==> src/rtl/nco_pkg.sv <==
package nco_pkg;

  // Strobes from the control side to the datapath
  typedef struct packed {
    logic clrAcc;   // accumulator clear, same cycle
    logic triOn;    // triangle shape, aligned with the phase stage
    logic sqOn;     // square output allowed, aligned with the phase stage
    logic sqHalf;   // halved square rate, aligned with the phase stage
  } ncoStrobesT;

  // Quarter-wave sample for table index idx, rational sine approximation
  // evaluated at the bin centre; result scaled to 0..peak.
  function automatic logic [15:0] quarterSine(input int idx, input int idxBits, input int peak);
    longint p, h, pq, num, den;
    p   = 2 * longint'(idx) + 1;
    h   = longint'(4) << idxBits;
    pq  = p * (h - p);
    num = 16 * pq * longint'(peak);
    den = 5 * h * h - 4 * pq;
    return 16'((num + den / 2) / den);
  endfunction

endpackage

==> src/rtl/nco_ctrl.sv <==
module nco_ctrl
  import nco_pkg::*;
#(
  parameter int ACC_W = 28,
  parameter int PH_W  = 12
) (
  input  logic             clk,
  input  logic             rstN,
  input  logic             accClr,
  input  logic [ACC_W-1:0] freqWord0,
  input  logic [ACC_W-1:0] freqWord1,
  input  logic [PH_W-1:0]  phaseWord0,
  input  logic [PH_W-1:0]  phaseWord1,
  input  logic             freqSel,
  input  logic             phaseSel,
  input  logic             triMode,
  input  logic             sqEn,
  input  logic             sqHalf,
  output logic [ACC_W-1:0] freqStep,
  output logic [PH_W-1:0]  phaseOfs,
  output ncoStrobesT       strobes
);

  logic triQ, sqOnQ, halfQ;

  assign freqStep = freqSel  ? freqWord1  : freqWord0;
  assign phaseOfs = phaseSel ? phaseWord1 : phaseWord0;

  // Mode bits are registered so they travel with the phase-sum stage
  always_ff @(posedge clk or negedge rstN) begin
    if (!rstN) begin
      triQ  <= 1'b0;
      sqOnQ <= 1'b0;
      halfQ <= 1'b0;
    end else begin
      triQ  <= triMode;
      sqOnQ <= sqEn & ~triMode;   // reserved pairing: triangle blocks square
      halfQ <= sqHalf;
    end
  end

  always_comb begin
    strobes.clrAcc = accClr;
    strobes.triOn  = triQ;
    strobes.sqOn   = sqOnQ;
    strobes.sqHalf = halfQ;
  end

endmodule

==> src/rtl/nco_datapath.sv <==
module nco_datapath
  import nco_pkg::*;
#(
  parameter int ACC_W = 28,
  parameter int PH_W  = 12
) (
  input  logic             clk,
  input  logic             rstN,
  input  ncoStrobesT       strobes,
  input  logic [ACC_W-1:0] freqStep,
  input  logic [PH_W-1:0]  phaseOfs,
  output logic [PH_W-3:0]  ampOut,
  output logic             sqOut
);

  localparam int AMP_W     = PH_W - 2;
  localparam int LUT_AW    = PH_W - 4;
  localparam int LUT_DEPTH = 1 << LUT_AW;
  localparam int PEAK      = (1 << (AMP_W - 1)) - 1;
  localparam int TOP_LSB   = ACC_W - PH_W;

  logic [ACC_W-1:0]  acc;
  logic [PH_W-2:0]   sumHi;     // phase sum without its LSB
  logic [PH_W-2:0]   sumQ;
  logic              sumCarry;
  logic [AMP_W-2:0]  lutRom [LUT_DEPTH];
  logic [LUT_AW-1:0] lutIdx;
  logic [AMP_W-2:0]  lutVal;
  logic [AMP_W-1:0]  sineVal, triVal;
  logic              phMsb, msbPrev, divT, divNew;

  // Quarter-wave table built at elaboration
  for (genvar gi = 0; gi < LUT_DEPTH; gi++) begin : g_lut
    localparam logic [15:0] RAW = quarterSine(gi, LUT_AW, PEAK);
    assign lutRom[gi] = RAW[AMP_W-2:0];
  end

  // Phase accumulator
  always_ff @(posedge clk or negedge rstN) begin
    if (!rstN)               acc <= '0;
    else if (strobes.clrAcc) acc <= '0;
    else                     acc <= acc + freqStep;
  end

  // Offset added to the top bits; only the carry of the lowest bit is kept
  assign sumCarry = acc[TOP_LSB] & phaseOfs[0];
  assign sumHi    = acc[ACC_W-1:TOP_LSB+1] + phaseOfs[PH_W-1:1]
                  + {{(PH_W-2){1'b0}}, sumCarry};

  always_ff @(posedge clk or negedge rstN) begin
    if (!rstN) sumQ <= '0;
    else       sumQ <= sumHi;
  end

  // Shaping
  assign phMsb   = sumQ[PH_W-2];
  assign lutIdx  = sumQ[PH_W-3] ? ~sumQ[PH_W-4 -: LUT_AW] : sumQ[PH_W-4 -: LUT_AW];
  assign lutVal  = lutRom[lutIdx];
  assign sineVal = phMsb ? {1'b0, ~lutVal} : {1'b1, lutVal};
  assign triVal  = phMsb ? ~sumQ[PH_W-3:0] : sumQ[PH_W-3:0];
  assign divNew  = divT ^ (phMsb & ~msbPrev);

  always_ff @(posedge clk or negedge rstN) begin
    if (!rstN) begin
      ampOut  <= '0;
      sqOut   <= 1'b0;
      msbPrev <= 1'b0;
      divT    <= 1'b0;
    end else begin
      ampOut  <= strobes.triOn ? triVal : sineVal;
      msbPrev <= phMsb;
      divT    <= divNew;
      sqOut   <= strobes.sqOn & (strobes.sqHalf ? divNew : phMsb);
    end
  end

endmodule

==> src/rtl/nco_wave_gen.sv <==
module nco_wave_gen
  import nco_pkg::*;
#(
  parameter int ACC_W = 28,
  parameter int PH_W  = 12
) (
  input  logic             clk,
  input  logic             rstN,
  input  logic             accClr,
  input  logic [ACC_W-1:0] freqWord0,
  input  logic [ACC_W-1:0] freqWord1,
  input  logic [PH_W-1:0]  phaseWord0,
  input  logic [PH_W-1:0]  phaseWord1,
  input  logic             freqSel,
  input  logic             phaseSel,
  input  logic             triMode,
  input  logic             sqEn,
  input  logic             sqHalf,
  output logic [PH_W-3:0]  ampOut,
  output logic             sqOut
);

  ncoStrobesT       strobes;
  logic [ACC_W-1:0] freqStep;
  logic [PH_W-1:0]  phaseOfs;

  nco_ctrl #(.ACC_W(ACC_W), .PH_W(PH_W)) ctrl_i (
    .clk(clk), .rstN(rstN), .accClr(accClr),
    .freqWord0(freqWord0), .freqWord1(freqWord1),
    .phaseWord0(phaseWord0), .phaseWord1(phaseWord1),
    .freqSel(freqSel), .phaseSel(phaseSel),
    .triMode(triMode), .sqEn(sqEn), .sqHalf(sqHalf),
    .freqStep(freqStep), .phaseOfs(phaseOfs), .strobes(strobes)
  );

  nco_datapath #(.ACC_W(ACC_W), .PH_W(PH_W)) dp_i (
    .clk(clk), .rstN(rstN), .strobes(strobes),
    .freqStep(freqStep), .phaseOfs(phaseOfs),
    .ampOut(ampOut), .sqOut(sqOut)
  );

endmodule

==> config.mk <==
export PLATFORM = sky130hd
export DESIGN_NAME = nco_wave_gen
export DESIGN_NICKNAME = d
export VERILOG_FILES = /design/src/rtl/nco_pkg.sv /design/src/rtl/nco_ctrl.sv /design/src/rtl/nco_datapath.sv /design/src/rtl/nco_wave_gen.sv
export SDC_FILE = /design/constraint.sdc
export NUM_CORES = 1
export LEC_CHECK = 0
export ABC_AREA = 1
export BUFFER_PORTS_ARGS = -buffer_cell sky130_fd_sc_hd__buf_2
export CAP_MARGIN = 20
export CORE_MARGIN = 3
export CORE_UTILIZATION = 35
export DETAILED_ROUTE_END_ITERATION = 8
export HOLD_SLACK_MARGIN = 0.06
export PLACE_DENSITY_LB_ADDON = 0.08
export SLEW_MARGIN = 30
export SYNTH_ARGS = -nofsm -noshare
export SYNTH_HDL_FRONTEND = slang
export SYNTH_SLANG_ARGS = --single-unit
export TNS_END_PERCENT = 30
==> constraint.sdc <==
create_clock -name clk -period 3.1 [get_ports clk]
set_input_delay 0.775 -clock clk [delete_from_list [all_inputs] [get_ports clk]]
set_output_delay 0.775 -clock clk [all_outputs]
set_load 0.01 [all_outputs]
# Word-level counts from Yosys, hierarchy flattened
# Memory sizes are Yosys's and may differ from the RTL's.
# Index checks and enable logic that the tools add are counted.
dict set report op_classes {
  addsub 3
  magnitude_cmp 1
  muxes 10
  bitwise 11
}
# operator count
set op_table {}
lappend op_table {{two-way mux 28 bit} 2}
lappend op_table {{two-way mux 10 bit} 3}
lappend op_table {{adder 28 bit} 1}
lappend op_table {{two-way mux 9 bit} 2}
lappend op_table {{two-way mux 12 bit} 1}
lappend op_table {{adder 11 x 1 -> 11 bit} 1}
lappend op_table {{adder 11 bit} 1}
lappend op_table {{NOT 10 bit} 1}
lappend op_table {{greater-or-equal comparator 9 bit, second input constant} 1}
lappend op_table {{NOT 8 -> 9 bit} 1}
lappend op_table {{NOT 9 bit} 1}
lappend op_table {{two-way mux 8 bit} 1}
lappend op_table {{NOT 8 bit} 1}
lappend op_table {{bitwise AND 1 bit} 4}
lappend op_table {{NOT 1 bit} 2}
lappend op_table {{two-way mux 1 bit} 1}
lappend op_table {{XOR 1 bit} 1}
dict set report totals {
  reg_bits 55
  romBits 2304
  in_bits 88
  out_inout_bits 11
  elab_cells 35
  memories 1
}
# name words width read_ports rd_clocked_by_memory_dff write_ports line_no
set mem_list {}
lappend mem_list {{(no name shown)} 256 9 1 0 0 nco_datapath.sv:58} ;# assign lutVal = lutRom[lutIdx];

# Longest topological paths before layout
dict set report depth {
  depth_word 9
  depth_mapped 19
  depth_no_buf 18
}

# By module
# From an unflattened synthesis, not the netlist that was laid out.
dict set report hier_totals {
  cells_unflattened 998
  area_unflattened_um2 6148.4
}
# module n_inst cells_per_inst area_each_um2 seq_area_each_um2
set modules_own_cells {}
lappend modules_own_cells {nco_datapath 1 860 5511.5 1301.2}
lappend modules_own_cells {nco_ctrl 1 138 636.9 75.1}

# Worst setup path after synthesis
# Ideal clock, no wire load.
dict set report synth_timing {
  kind {input port to flip-flop}
  from {input port freqSel}
  to {register dp_i.acc[14]}
  setup_time_ns 0.117
  arrival_time_ns 3.143
  t_required_ns 2.983
  path_slack_ns -0.160
  path_stages 14
  path_buffers 1
  path_cell_list {clkbuf_1 > mux2_2 > ha_1 > fa_1 > nand2_1 > nand2_1 > o21ai_0 > o21ai_0 > a21oi_1 > o21ai_0 > a21oi_1 > nand2_1 > nand2_1 > nor2_1}
}
dict set report synth_via {
  elab_chain_cells 3
}
# item line_no
set synth_lines {}
lappend synth_lines {{start: declaration} nco_wave_gen.sv:14} ;# input logic freqSel,
lappend synth_lines {{two-way mux 28 bit} nco_ctrl.sv:26} ;# assign freqStep = freqSel ? freqWord1 : freqWord0;
lappend synth_lines {{adder 28 bit} nco_datapath.sv:42} ;# else acc <= acc + freqStep;
lappend synth_lines {{two-way mux 28 bit} nco_datapath.sv:41} ;# else if (strobes.clrAcc) acc <= '0;
lappend synth_lines {{end signal: assignment} nco_datapath.sv:42}
lappend synth_lines {{end: declaration} nco_datapath.sv:22} ;# logic [ACC_W-1:0] acc;
# No other way between the ends.

# Worst setup path after layout
dict set report layout_timing {
  from {input port freqSel}
  to {register dp_i.acc[22]}
}
# The elaborated chain is that of the path after synthesis.

==> metrics <==
status=completed; post-route ant nets=0; GRT Total Usage=21.1%; Leak=4.08 nW; Synth async-reset ratio=100%; Skew-Pair Late Insertion Delay=0.31 ns; final hold viol count=0; initial core utilization=36.3%; first-pass GRT wire length=31.8 mm; IO Port Bufs=98; number of global-route vias before repair=6370; Hold Crit Class=input port to async pin; grt total ovfl=0; actual slew at the worst max-slew pin=0.616 ns; crit path DAT=3.07 ns; WL/cell=14.8 um; Yosys warnings=0; largest net degree at the start of global routing=34; RSZ-0062 raised after global routing=no; slowest cell on the critical path=mux2_2; Power, Total=9.63 mW; Post-Route WL=19.7 mm; DP HPWL=15.7 mm; die width=138 um; CP Launch Point=freqSel; antenna violations before repair=0; root buf cell=clkbuf_16; max_cap viols=0; Final Util=44.6%; CP peak stage delay=0.35 ns; Post-Layout Cell Count=1329; CP Buf/Inv Count=3; crit-path cells=buf_2 -> buf_4 -> buf_12 -> mux2_2 -> ha_1 -> a21oi_1 -> o21ai_0 -> a21oi_1 -> nand3_1 -> a21o_1 -> o21ai_0 -> a21oi_1; clock transition at the registers of the reported paths=0.08 ns; Fill cells=1757; commonest non-fill, non-tap cell in the layout=nand2_1; # setup viols final=0; core area=16800 sq um; TritonCTS clock tree=built; worst slack at placement=-0.150 ns; RR Startpoint=dp_i.sumQ[1]; initial drt markers=622; CTS Buffer Depth=2; Die Area=19000 sq um; Synth Flop Type=dfrtp_1; sequential area share after synthesis=22.7%; Layout area overhead=23.0%; Cell variety after synth=45; Critical Path Most Common Cell=a21oi_1; f_max=349 MHz; Boundary Pins=99; Tcrit/Tclk final=92.5%; pwr/cell area=1290 nW/um^2; VDD IR-drop max=0.436 mV; setup ws final=0.231 ns; Area after DPL=7300 sq um; fin. max-slew vios=0; EDFF count, synth=0; Clock Sink Count=55; Inserted Diodes=0; DR vias=6705; min Tclk post-route=2.87 ns; placed cells=1321; drc violations=0; fin area=7470 sq um; Final Wtd Congestion=0.921; # rows=47; delay-heaviest family, CP=compound AO/OA/AOI/OAI gates; crit-path max FO=20; area of the multi-input gates=4270 sq um; CP Launch Type=input port; TritonRoute pass-1 iters=5; total CTS buffers=5; slew margin rel.=58.9%; Avg Inst Size Synth=6.40 sq um; commonest cells after routing, fill and taps aside=314 x nand2_1, 98 x nor2_1, 98 x buf_2; chip height=138 um; register area=1380 sq um; Mapped Cells=949; Post-Syn Nets=1084; endpoint class of the critical path=register; H-tree depth=2; via density per instance=5.05; #FFs+latches synth=55; Post-Syn Area=6080 sq um; critical path required time=3.30 ns; clk_skew=0.00783 ns; final net count=1243; Crit Path Class=input port to register; share of cells above drive strength 1=22.0%
[cells in the mapped netlist, types with 3 or more instances]
cell type	n	area, sq um
a21o_1	5	37.5
a21oi_1	79	395
o21ai_1	14	70.1
fa_1	3	60.1
inv_1	69	259
nor3_1	3	15.0
inv_2	8	30.0
clkbuf_1	9	33.8
xnor2_1	9	78.8
o21bai_1	4	30.0
mux2_2	27	304
buf_2	7	35.0
nor2_1	98	368
nand4_1	7	43.8
o21ai_0	52	260
o211ai_1	4	30.0
xor2_1	17	149
nand2_4	5	56.3
nand3_1	71	355
dfrtp_1	55	1380
nand2_1	314	1180
nor2_2	4	25.0
buf_6	5	56.3
nand2_2	11	68.8
ha_1	44	551
[metrics by stage]
| stage | hold slack, ns | TNS, ns |
|---|---|---|
| finish | 0.283 | 0 |
| global route | 0.273 | 0 |
| CTS | 0.276 | 0 |
| detailed placement | 0.449 | -1.33 |
| global placement | 0.435 | -0.666 |
| floorplan | 0.352 | -0.0194 |
[what timing repair did]
action	in CTS	in global routing
buffers inserted	0	0
resized for setup	0	5
hold buffers	0	0
endpoints found under the setup margin	0	5
[logic make-up after synthesis]
family / after synthesis / share of synthesized area (%)
and+or+nand+nor: 518 / 35.4
buffers and inverters: 102 / 7.13
AOI/OAI and AO/OA: 171 / 15.2
xor gates and xnor gates: 28 / 4.47
DFF: 55 / 22.7
adders and majority gates: 47 / 10.0
muxes: 28 / 5.17
[worst register-to-register path, cell delays in order, from the launching register on]
cell and delay [ns]:
dfrtp_1 0.49, inv_1 0.13, nand2_1 0.08, nand2_1 0.19, ha_1 0.39, nand2_1 0.21
nand2_1 0.12, nand2_1 0.08, nand2_1 0.09, nand2_1 0.05, nand3_1 0.09, nand2_1 0.05
nor2_1 0.14, nor2_1 0.05, nand2_1 0.12, nand2_1 0.07, nand2_1 0.05, nand2_1 0.06
[flip-flops by register name, summed over array words and instances (netlist names)]
signal,flops
dp_i.ampOut,10
ctrl_i.halfQ,1
dp_i.sumQ,11
dp_i.msbPrev,1
dp_i.acc,28
dp_i.sqOut,1
dp_i.divT,1
ctrl_i.triQ,1
ctrl_i.sqOnQ,1
[where the power goes]
group	internal (mW)	switching, mW
logic	2.73	4.93
clock network	0.385	0.302
registers	1.05	0.237
[per-layer routing]
layer	part of all wire (%)	GRT usage [%]
met1	45	28.2
met5	0	0
met3	5.5	3.18
met2	47	35.0
met4	2.4	6.59
[final timing paths]
path / depth (start not counted) / to / slack (ns)
worst max-delay path: 12 / dp_i.acc[22] / 0.23
worst max register to register: 17 / dp_i.ampOut[0] / 0.52
worst min-delay path: 1 / dp_i.ampOut[5] / 0.28
max in group asynchronous: 2 / dp_i.acc[15] / 2.18
worst min register to register: 1 / dp_i.sqOut / 0.46
min in group clk: 1 / dp_i.sqOut / 0.46
[area by class of cell]
type	instances	share of cell area (%)
clock buffers	5	1.67
clock inverters	3	0.620
inverters	79	3.97
multi-input cells	792	57.2
flip-flops and latches	55	18.4
well taps	220	3.68
repair buffers	175	14.5
Power figures use the tool's default switching activity.
